==> src/rtl/irq_seq_pkg.sv <==
package irq_seq_pkg;

   typedef enum logic [1:0] {
      ST_RUN,
      ST_PUSH,
      ST_VEC,
      ST_POP
   } seq_state_e;

   typedef enum logic [1:0] {
      SP_HOLD,
      SP_DEC,
      SP_INC
   } sp_op_e;

   typedef struct packed {
      logic core_ld;
      logic ld_pch;
      logic ld_pcl;
      logic ld_x;
      logic ld_a;
      logic ld_cc;
      logic set_mask;
   } rf_ctl_t;

   localparam int unsigned PUSH_BYTES = 5;
   localparam int unsigned VEC_STEPS  = 3;
   localparam int unsigned POP_STEPS  = 6;

endpackage

==> src/rtl/irq_seq_sp.sv <==
module irq_seq_sp
   import irq_seq_pkg::*;
#(
   parameter int unsigned AW        = 16,
   parameter int unsigned WRAP_BITS = 8,
   parameter int unsigned SP_INIT   = 'hFF
) (
   input  logic          clk,
   input  logic          rst_n,
   input  sp_op_e        sp_op,
   output logic [AW-1:0] sp,
   output logic [AW-1:0] sp_plus1
);

   logic [AW-1:0] sp_q;
   logic [AW-1:0] sp_dec;
   logic [AW-1:0] sp_inc;

   generate
      if (WRAP_BITS >= AW) begin : g_flat
         assign sp_dec = sp_q - AW'(1);
         assign sp_inc = sp_q + AW'(1);
      end else begin : g_window
         assign sp_dec = {sp_q[AW-1:WRAP_BITS], sp_q[WRAP_BITS-1:0] - WRAP_BITS'(1)};
         assign sp_inc = {sp_q[AW-1:WRAP_BITS], sp_q[WRAP_BITS-1:0] + WRAP_BITS'(1)};
      end
   endgenerate

   always_ff @(posedge clk or negedge rst_n) begin
      if (!rst_n) begin
         sp_q <= AW'(SP_INIT);
      end else begin
         case (sp_op)
            SP_DEC:  sp_q <= sp_dec;
            SP_INC:  sp_q <= sp_inc;
            default: sp_q <= sp_q;
         endcase
      end
   end

   assign sp       = sp_q;
   assign sp_plus1 = sp_inc;

endmodule

==> src/rtl/irq_seq_regs.sv <==
module irq_seq_regs
   import irq_seq_pkg::*;
#(
   parameter int unsigned DW      = 8,
   parameter int unsigned I_BIT   = 3,
   parameter int unsigned PC_INIT = 0,
   localparam int unsigned PCW    = 2 * DW
) (
   input  logic           clk,
   input  logic           rst_n,
   input  rf_ctl_t        ctl,
   input  logic [DW-1:0]  rdata,
   input  logic [PCW-1:0] core_pc,
   input  logic [DW-1:0]  core_x,
   input  logic [DW-1:0]  core_a,
   input  logic [DW-1:0]  core_cc,
   output logic [PCW-1:0] pc,
   output logic [DW-1:0]  x,
   output logic [DW-1:0]  a,
   output logic [DW-1:0]  cc
);

   localparam logic [DW-1:0] CC_RESET = DW'(1) << I_BIT;

   always_ff @(posedge clk or negedge rst_n) begin
      if (!rst_n) begin
         pc <= PCW'(PC_INIT);
         x  <= '0;
         a  <= '0;
         cc <= CC_RESET;
      end else if (ctl.core_ld) begin
         pc <= core_pc;
         x  <= core_x;
         a  <= core_a;
         cc <= core_cc;
      end else begin
         if (ctl.ld_pch)   pc[PCW-1:DW] <= rdata;
         if (ctl.ld_pcl)   pc[DW-1:0]   <= rdata;
         if (ctl.ld_x)     x            <= rdata;
         if (ctl.ld_a)     a            <= rdata;
         if (ctl.ld_cc)    cc           <= rdata;
         if (ctl.set_mask) cc[I_BIT]    <= 1'b1;
      end
   end

endmodule

==> src/rtl/irq_seq_ctrl.sv <==
module irq_seq_ctrl
   import irq_seq_pkg::*;
#(
   parameter int unsigned AW     = 16,
   parameter int unsigned DW     = 8,
   parameter int unsigned I_BIT  = 3,
   localparam int unsigned PCW   = 2 * DW,
   localparam int unsigned STEPW = $clog2(POP_STEPS)
) (
   input  logic           clk,
   input  logic           rst_n,
   input  logic           instr_done,
   input  logic           iret_req,
   input  logic           irq_pending,
   input  logic           core_wr,
   input  logic [DW-1:0]  core_cc,
   input  logic [AW-1:0]  vec_addr,
   input  logic [PCW-1:0] pc,
   input  logic [DW-1:0]  x,
   input  logic [DW-1:0]  a,
   input  logic [DW-1:0]  cc,
   input  logic [AW-1:0]  sp,
   input  logic [AW-1:0]  sp_plus1,
   output sp_op_e         sp_op,
   output rf_ctl_t        rf_ctl,
   output logic           mem_we,
   output logic           mem_re,
   output logic [AW-1:0]  mem_addr,
   output logic [DW-1:0]  mem_wdata,
   output logic           busy,
   output logic           fetch_go,
   output logic           irq_ack
);

   localparam logic [STEPW-1:0] LAST_PUSH = STEPW'(PUSH_BYTES - 1);
   localparam logic [STEPW-1:0] LAST_VEC  = STEPW'(VEC_STEPS - 1);
   localparam logic [STEPW-1:0] LAST_POP  = STEPW'(POP_STEPS - 1);

   seq_state_e       state_q, state_d;
   logic [STEPW-1:0] step_q, step_d;
   logic [DW-1:0]    cc_eff;
   logic             take_run;
   logic             take_ret;

   assign cc_eff   = core_wr ? core_cc : cc;
   assign take_run = irq_pending && !cc_eff[I_BIT];
   assign take_ret = irq_pending && !cc[I_BIT];

   always_ff @(posedge clk or negedge rst_n) begin
      if (!rst_n) begin
         state_q <= ST_RUN;
         step_q  <= '0;
      end else begin
         state_q <= state_d;
         step_q  <= step_d;
      end
   end

   always_comb begin
      state_d   = state_q;
      step_d    = step_q;
      sp_op     = SP_HOLD;
      rf_ctl    = '0;
      mem_we    = 1'b0;
      mem_re    = 1'b0;
      mem_addr  = sp;
      mem_wdata = cc;
      fetch_go  = 1'b0;
      irq_ack   = 1'b0;
      case (state_q)
         ST_RUN: begin
            rf_ctl.core_ld = core_wr;
            if (instr_done) begin
               step_d = '0;
               if (iret_req) begin
                  state_d = ST_POP;
               end else if (take_run) begin
                  state_d = ST_PUSH;
               end else begin
                  fetch_go = 1'b1;
               end
            end
         end
         ST_PUSH: begin
            mem_we   = 1'b1;
            mem_addr = sp;
            sp_op    = SP_DEC;
            case (step_q)
               STEPW'(0): mem_wdata = pc[DW-1:0];
               STEPW'(1): mem_wdata = pc[PCW-1:DW];
               STEPW'(2): mem_wdata = x;
               STEPW'(3): mem_wdata = a;
               default:   mem_wdata = cc;
            endcase
            if (step_q == LAST_PUSH) begin
               rf_ctl.set_mask = 1'b1;
               state_d         = ST_VEC;
               step_d          = '0;
            end else begin
               step_d = step_q + STEPW'(1);
            end
         end
         ST_VEC: begin
            mem_re   = (step_q != LAST_VEC);
            mem_addr = (step_q == '0) ? vec_addr : vec_addr + AW'(1);
            if (step_q == STEPW'(1)) rf_ctl.ld_pch = 1'b1;
            if (step_q == LAST_VEC) begin
               rf_ctl.ld_pcl = 1'b1;
               irq_ack       = 1'b1;
               fetch_go      = 1'b1;
               state_d       = ST_RUN;
               step_d        = '0;
            end else begin
               step_d = step_q + STEPW'(1);
            end
         end
         ST_POP: begin
            mem_addr = sp_plus1;
            if (step_q != LAST_POP) begin
               mem_re = 1'b1;
               sp_op  = SP_INC;
            end
            case (step_q)
               STEPW'(1): rf_ctl.ld_cc  = 1'b1;
               STEPW'(2): rf_ctl.ld_a   = 1'b1;
               STEPW'(3): rf_ctl.ld_x   = 1'b1;
               STEPW'(4): rf_ctl.ld_pch = 1'b1;
               STEPW'(5): rf_ctl.ld_pcl = 1'b1;
               default: ;
            endcase
            if (step_q == LAST_POP) begin
               step_d = '0;
               if (take_ret) begin
                  state_d = ST_PUSH;
               end else begin
                  fetch_go = 1'b1;
                  state_d  = ST_RUN;
               end
            end else begin
               step_d = step_q + STEPW'(1);
            end
         end
         default: begin
            state_d = ST_RUN;
            step_d  = '0;
         end
      endcase
   end

   assign busy = (state_q != ST_RUN);

endmodule

==> src/rtl/irq_seq.sv <==
module irq_seq
   import irq_seq_pkg::*;
#(
   parameter int unsigned AW           = 16,
   parameter int unsigned DW           = 8,
   parameter int unsigned I_BIT        = 3,
   parameter int unsigned PC_INIT      = 0,
   parameter int unsigned SP_INIT      = 'hFF,
   parameter int unsigned SP_WRAP_BITS = 8,
   localparam int unsigned PCW         = 2 * DW
) (
   input  logic           clk,
   input  logic           rst_n,
   input  logic           instr_done,
   input  logic           iret_req,
   input  logic           irq_pending,
   input  logic [AW-1:0]  vec_addr,
   input  logic           core_wr,
   input  logic [PCW-1:0] core_pc,
   input  logic [DW-1:0]  core_x,
   input  logic [DW-1:0]  core_a,
   input  logic [DW-1:0]  core_cc,
   output logic           mem_we,
   output logic           mem_re,
   output logic [AW-1:0]  mem_addr,
   output logic [DW-1:0]  mem_wdata,
   input  logic [DW-1:0]  mem_rdata,
   output logic [PCW-1:0] pc,
   output logic [DW-1:0]  x,
   output logic [DW-1:0]  a,
   output logic [DW-1:0]  cc,
   output logic [AW-1:0]  sp,
   output logic           busy,
   output logic           fetch_go,
   output logic           irq_ack
);

   generate
      if (I_BIT >= DW) begin : g_bad_mask_bit
         $error("irq_seq: mask bit index outside the condition code byte");
      end
      if (SP_WRAP_BITS < 1 || SP_WRAP_BITS > AW) begin : g_bad_wrap
         $error("irq_seq: stack window width out of range");
      end
      if (AW < 2) begin : g_bad_aw
         $error("irq_seq: address width too small");
      end
   endgenerate

   sp_op_e        sp_op;
   rf_ctl_t       rf_ctl;
   logic [AW-1:0] sp_plus1;

   irq_seq_sp #(
      .AW        (AW),
      .WRAP_BITS (SP_WRAP_BITS),
      .SP_INIT   (SP_INIT)
   ) u_sp (
      .clk      (clk),
      .rst_n    (rst_n),
      .sp_op    (sp_op),
      .sp       (sp),
      .sp_plus1 (sp_plus1)
   );

   irq_seq_regs #(
      .DW      (DW),
      .I_BIT   (I_BIT),
      .PC_INIT (PC_INIT)
   ) u_regs (
      .clk     (clk),
      .rst_n   (rst_n),
      .ctl     (rf_ctl),
      .rdata   (mem_rdata),
      .core_pc (core_pc),
      .core_x  (core_x),
      .core_a  (core_a),
      .core_cc (core_cc),
      .pc      (pc),
      .x       (x),
      .a       (a),
      .cc      (cc)
   );

   irq_seq_ctrl #(
      .AW    (AW),
      .DW    (DW),
      .I_BIT (I_BIT)
   ) u_ctrl (
      .clk         (clk),
      .rst_n       (rst_n),
      .instr_done  (instr_done),
      .iret_req    (iret_req),
      .irq_pending (irq_pending),
      .core_wr     (core_wr),
      .core_cc     (core_cc),
      .vec_addr    (vec_addr),
      .pc          (pc),
      .x           (x),
      .a           (a),
      .cc          (cc),
      .sp          (sp),
      .sp_plus1    (sp_plus1),
      .sp_op       (sp_op),
      .rf_ctl      (rf_ctl),
      .mem_we      (mem_we),
      .mem_re      (mem_re),
      .mem_addr    (mem_addr),
      .mem_wdata   (mem_wdata),
      .busy        (busy),
      .fetch_go    (fetch_go),
      .irq_ack     (irq_ack)
   );

endmodule

==> config.mk <==
export PLATFORM = sky130hd
export DESIGN_NAME = irq_seq
export DESIGN_NICKNAME = d
export VERILOG_FILES = /design/src/rtl/irq_seq_pkg.sv /design/src/rtl/irq_seq_sp.sv /design/src/rtl/irq_seq_regs.sv /design/src/rtl/irq_seq_ctrl.sv /design/src/rtl/irq_seq.sv
export SDC_FILE = /design/constraint.sdc
export NUM_CORES = 1
export LEC_CHECK = 0
export ABC_AREA = 0
export CAP_MARGIN = 40
export CORE_MARGIN = 1.5
export CORE_UTILIZATION = 40
export DETAILED_ROUTE_END_ITERATION = 16
export GPL_TIMING_DRIVEN = 0
export PLACE_DENSITY = 0.81
export SLEW_MARGIN = 25
export SYNTH_ARGS = -nofsm -noshare
export SYNTH_HDL_FRONTEND = slang
export SYNTH_SLANG_ARGS = --single-unit
==> constraint.sdc <==
create_clock -name clk -period 5.4 [get_ports clk]
set_clock_uncertainty 0.2 [all_clocks]
set_input_delay 0.54 -clock clk [delete_from_list [all_inputs] [get_ports clk]]
set_output_delay 0.54 -clock clk [all_outputs]
set_load 0.01 [all_outputs]
**Yosys cells after proc, flatten, opt, wreduce, memory -nomap -nowiden**

Cells that the tools add are included.
W data, S select, Z words.

- Add/subtract/negate cells: 4
- Eq/ne operators: 17
- Muxes and demuxes: 50
- Reduce and logical (&&, ||, !) cells: 15

Operators by type and width:

| kind | number |
|---|---|
| $mux W8 | 9 |
| $mux W16 | 2 |
| $pmux W16 S2 | 1 |
| $pmux W8 S4 | 1 |
| $mux W1 | 17 |
| $add A16 B1 Y16 const B | 1 |
| $pmux W8 S2 | 1 |
| $mux W3 | 5 |
| $mux W2 | 7 |
| $reduce_bool A2 Y1 | 7 |
| $pmux W3 S4 | 1 |
| $add A8 B1 Y8 const B | 1 |
| $pmux W2 S2 | 2 |
| $pmux W2 S4 | 1 |
| $sub A8 B1 Y8 const B | 1 |
| $eq A2 B2 Y1 const B | 3 |
| $eq A3 B2 Y1 const B | 2 |
| $eq A3 B3 Y1 const B | 2 |
| $ne A2 B1 Y1 const B | 3 |
| $ne A3 B2 Y1 const B | 2 |
| $reduce_and A5 Y1 | 1 |
| $eq A2 B1 Y1 const B | 2 |
| $mux W4 | 1 |
| $add A3 B1 Y3 const B | 1 |
| other kinds (10) | 12 |

- Bits in registers: 53
- Word-level logic and storage cells: 95
- Bits of input ports: 70

**Depth between registers and ports, before layout**

- Depth in word-level cells: 7
- Depth in mapped cells: 9
- Mapped depth without buffers: 8

**Modules after synthesis**

From an unflattened synthesis, not the netlist that was laid out.

- Cells, all modules: 478
- Area, all modules: 4,035.1 um^2

Modules (own cells, without submodules):

| module | instances | area each (um^2) | sequential area each (um^2) | cells each |
|---|---|---|---|---|
| irq_seq_regs | 1 | 1,889.3 | 1,002.2 | 175 |
| irq_seq_ctrl | 1 | 1,415.1 | 125.1 | 222 |
| irq_seq_sp | 1 | 730.7 | 210.2 | 81 |

**Least setup slack after synthesis**

OpenSTA, ideal clock, no wires.

- Path kind: register to output
- Start point: register u_ctrl.step_q[0]
- End point: output port mem_addr[15]
- Setup slack: 2,621 ps
- Data required time: 4,660 ps
- Buffers on the path: 1
- Stages on the path, launching flop included: 8
- Data arrival time: 2,039 ps
- Cells stage by stage: dfrtp_1 -> inv_1 -> ha_1 -> nor2b_1 -> or3_1 -> buf_2 -> or4_1 -> a21oi_1

- Cells in the longest elaborated chain, start to end: 3

Ends and longest elaborated chain:

| item | RTL line | source |
|---|---|---|
| from (decl) | irq_seq_ctrl.sv:40 | `logic [STEPW-1:0] step_q, step_d;` |
| from (signal assigned) | irq_seq_ctrl.sv:55 | `step_q <= step_d;` |
| $logic_not A3 Y1 | irq_seq_ctrl.sv:105 | `mem_addr = (step_q == '0) ? vec_addr : vec_addr + AW'(1);` |
| $mux W16 | irq_seq_ctrl.sv:105 |  |
| $pmux W16 S2 | irq_seq_ctrl.sv:70 | `case (state_q)` |
| to (decl) | irq_seq.sv:25 | `output logic [AW-1:0] mem_addr,` |

Every way passes these cells.

**Final worst setup path**

Ends and elaborated chain as after synthesis.

==> qor.yml <==
outcome:
  status: "completed"
timing:
  hold_viol: 0
  rsz0062_at_grt: "false"
  worst_pin_slew_ns: 0.7511
  slew_viol_final: 0
  setup_viol: 0
  final.setup.worst_slack_ns: 1.683
  fin_crit_ns: 3.717
  slew_headroom_pct: 49.92
  hold_slack_ns: 0.06962
  period_share_pct: 68.83
  max_freq_mhz: 269.0
  tns_ns: 0
worst_setup_path:
  crit_chain: "inv_1, ha_1, nor2b_1, or3_1, buf_2, or4_1, a21oi_1, clkdlybuf4s50_1"
  cp-start-kind: "register"
  r2r_end: "u_sp.sp[7]"
  path_max_fanout: 7
  end_kind: "primary output"
  path_class: "reg -> out"
  crit_arrival_ns: 2.98
  cp.required_ns: 4.66
  critPathMaxStageDelay_ns: 0.56
  crit_buf_inv: 3
  reg2reg_depth: 8
  r2r_slack_ns: 2.64
  reg2reg_from: "u_ctrl.step_q[2]"
  crit_slowest_cell: "clkdlybuf4s50_1"
  crit_family: "simple AND/OR/NAND/NOR gates"
global_route:
  grt_max_degree: 54
  grt_pass1_wl_um: 19770
  antenna_found_initial: 0
  grtUsageTotal_pct: 25.14
  overflow: 0
  grt_pass1_vias: 4061
cts:
  numCtsBuffers: 5
  post_cts_resized: 0
  insertion_delay_ns: 0.31
  cts_buffer_depth: 2
  root_buffer: "clkbuf_8"
  post_cts_buffers: 0
  htree_levels: 2
  holdBufCountCts: 0
  clk_pin_slew_worst_paths_ns: 0.11
  cts_sinks: 53
  cts_tree: "yes"
synth:
  async_flop_share_pct: 100.0
  synth_ff_type: "dfrtp_1"
  ys_seq_area_share_pct: 35.87
  yosys_warnings: 0
  synth_edf_count: 0
  synth_cell_types: 54
  synth.ff_latch_count: 53
  synth.avg_cell_area_um2: 8.436
  syn_inst: 442
  syn_area_um2: 3729
placement:
  pre_cts_slack_ns: 1.724
  dp_cells: 704
  port_buffers: 144
  dp_hpwl_um: 9460
  place_area_um2: 5333
  place_congestion: 0.9045
drt:
  firstDrtPassIters: 6
  top_layer: "met4"
  ant_nets: 0
  vias_per_cell: 5.783
  wl_per_cell_um: 17.72
  vias: 4112
  dr_wl_met3_um: 1305
  initialDrtViolationCount: 185
  drt-total-wl_um: 12600
  wl_met1_um: 4917
  met2_length_um: 6033
  drc_errors: 0
final_layout:
  fin_util_pct: 59.44
  seqCellArea_um2: 1338
  multi_input_area_um2: 2183
  nNetsFinal: 679
  syn2layout_area_growth_pct: 45.91
  drive_gt1_share_pct: 8.500
  fillers: 801
  final_common_cell: "clkdlybuf4s50_1"
  design_area_um2: 5440
  antenna_cells: 0
  final_cell_mix: "clkdlybuf4s50_1, nand2_1, dfrtp_1"
  stdcell_count: 711
die:
  core_um2: 9153
  initial_core_util_pct: 40.74
  die_h_um: 99.55
  rows: 35
  boundaryPins: 155
  die_w_um: 99.55
  dieArea_um2: 9909
power:
  clkPwrFrac_pct: 8.8
  swShare_pct: 43.69
  pwr_density_cell_nw_per_um2: 589.2
  vdd_drop_max_mv: 0.3019
  total_power_mw: 3.205
  p_seq_share_pct: 25.9
  internal_power_mw: 1.805
  p_comb_share_pct: 65.3
  netSwitchingPower_mw: 1.400
  leakagePower_nw: 2.219
hold_path:
  hp-class: "in -> async"
job:
  cap_violations: 0
## worst max path at each step
stage          depth (start not counted)             start      endpoint  slack [ns]
2_1_floorplan                          7  u_ctrl.step_q[0]  mem_addr[15]        2.62
3_3_place_gp                           6       vec_addr[0]  mem_addr[14]        1.74
3_5_place_dp                           7       vec_addr[2]  mem_addr[15]        1.72
4_1_cts                                8  u_ctrl.step_q[0]  mem_addr[15]        1.68
5_1_grt                                8  u_ctrl.step_q[0]  mem_addr[15]        1.50
6_report                               8  u_ctrl.step_q[0]  mem_addr[15]        1.68
## cell type report
| class | count | share of cell area [%] |
|---|---|---|
| Multi-Input combinational cell | 346 | 40.13 |
| Timing Repair Buffer | 144 | 26.45 |
| Inverter | 9 | 0.6210 |
| Sequential cell | 53 | 24.59 |
| Clock buffer | 5 | 1.265 |
| Tap cell | 111 | 2.553 |
| Buffer | 41 | 3.680 |
| Clock inverter | 2 | 0.7130 |
## power groups by stage
| stage | registers (mW) | logic [mW] | clock network (mW) |
|---|---|---|---|
| 2_1_floorplan | 0.870 | 1.02 | 0 |
| 3_3_place_gp | 0.827 | 2.03 | 0 |
| 3_5_place_dp | 0.834 | 2.08 | 0 |
| 4_1_cts | 0.827 | 2.09 | 0.285 |
| 5_1_grt | 0.856 | 2.27 | 0.295 |
| 6_report | 0.831 | 2.09 | 0.281 |
## synth_stat cells, types with 8 or more instances
master / count / share of area (%)
mux2_2: 9 / 2.7
o21ai_0: 31 / 4.2
a31oi_1: 18 / 3.0
mux2i_1: 29 / 7.8
nand2_1: 68 / 6.8
clkbuf_1: 22 / 2.2
a22oi_1: 16 / 3.2
ha_1: 9 / 3.0
dfrtp_1: 44 / 30
nor2_1: 37 / 3.7
a21oi_1: 21 / 2.8
nand3_1: 8 / 1.1
xnor2_1: 8 / 1.9
inv_1: 9 / 0.91
buf_4: 10 / 2.0
dfstp_2: 9 / 6.3
## routing by layer
metal  track usage, %  vias up
li1                 -     1888
met1            29.75     1984
met2            43.05      207
met3            7.449       33
met4            9.642        0
met5                0        -
## logic make-up (layout without fill, tap and decap cells)
kind of cell,Yosys count,count (layout),synth area share [%]
and+or+nand+nor,163,163,21.21
DFF,53,53,35.87
other,1,8,0.1006
muxes,38,38,10.50
AOI/OAI and AO/OA,113,113,19.50
xor gates and xnor gates,15,15,3.524
adders and majority gates,9,9,3.020
buffers and inverters,50,201,6.275
## state kept, by name, summed over array words and instances (netlist names)
signal and cells:
u_ctrl.state_q 2, u_regs.x 8, u_regs.cc 8, u_regs.a 8, u_sp.sp 8, u_ctrl.step_q 3, u_regs.pc 16
Note: power is estimated with default switching activity, not from simulation.
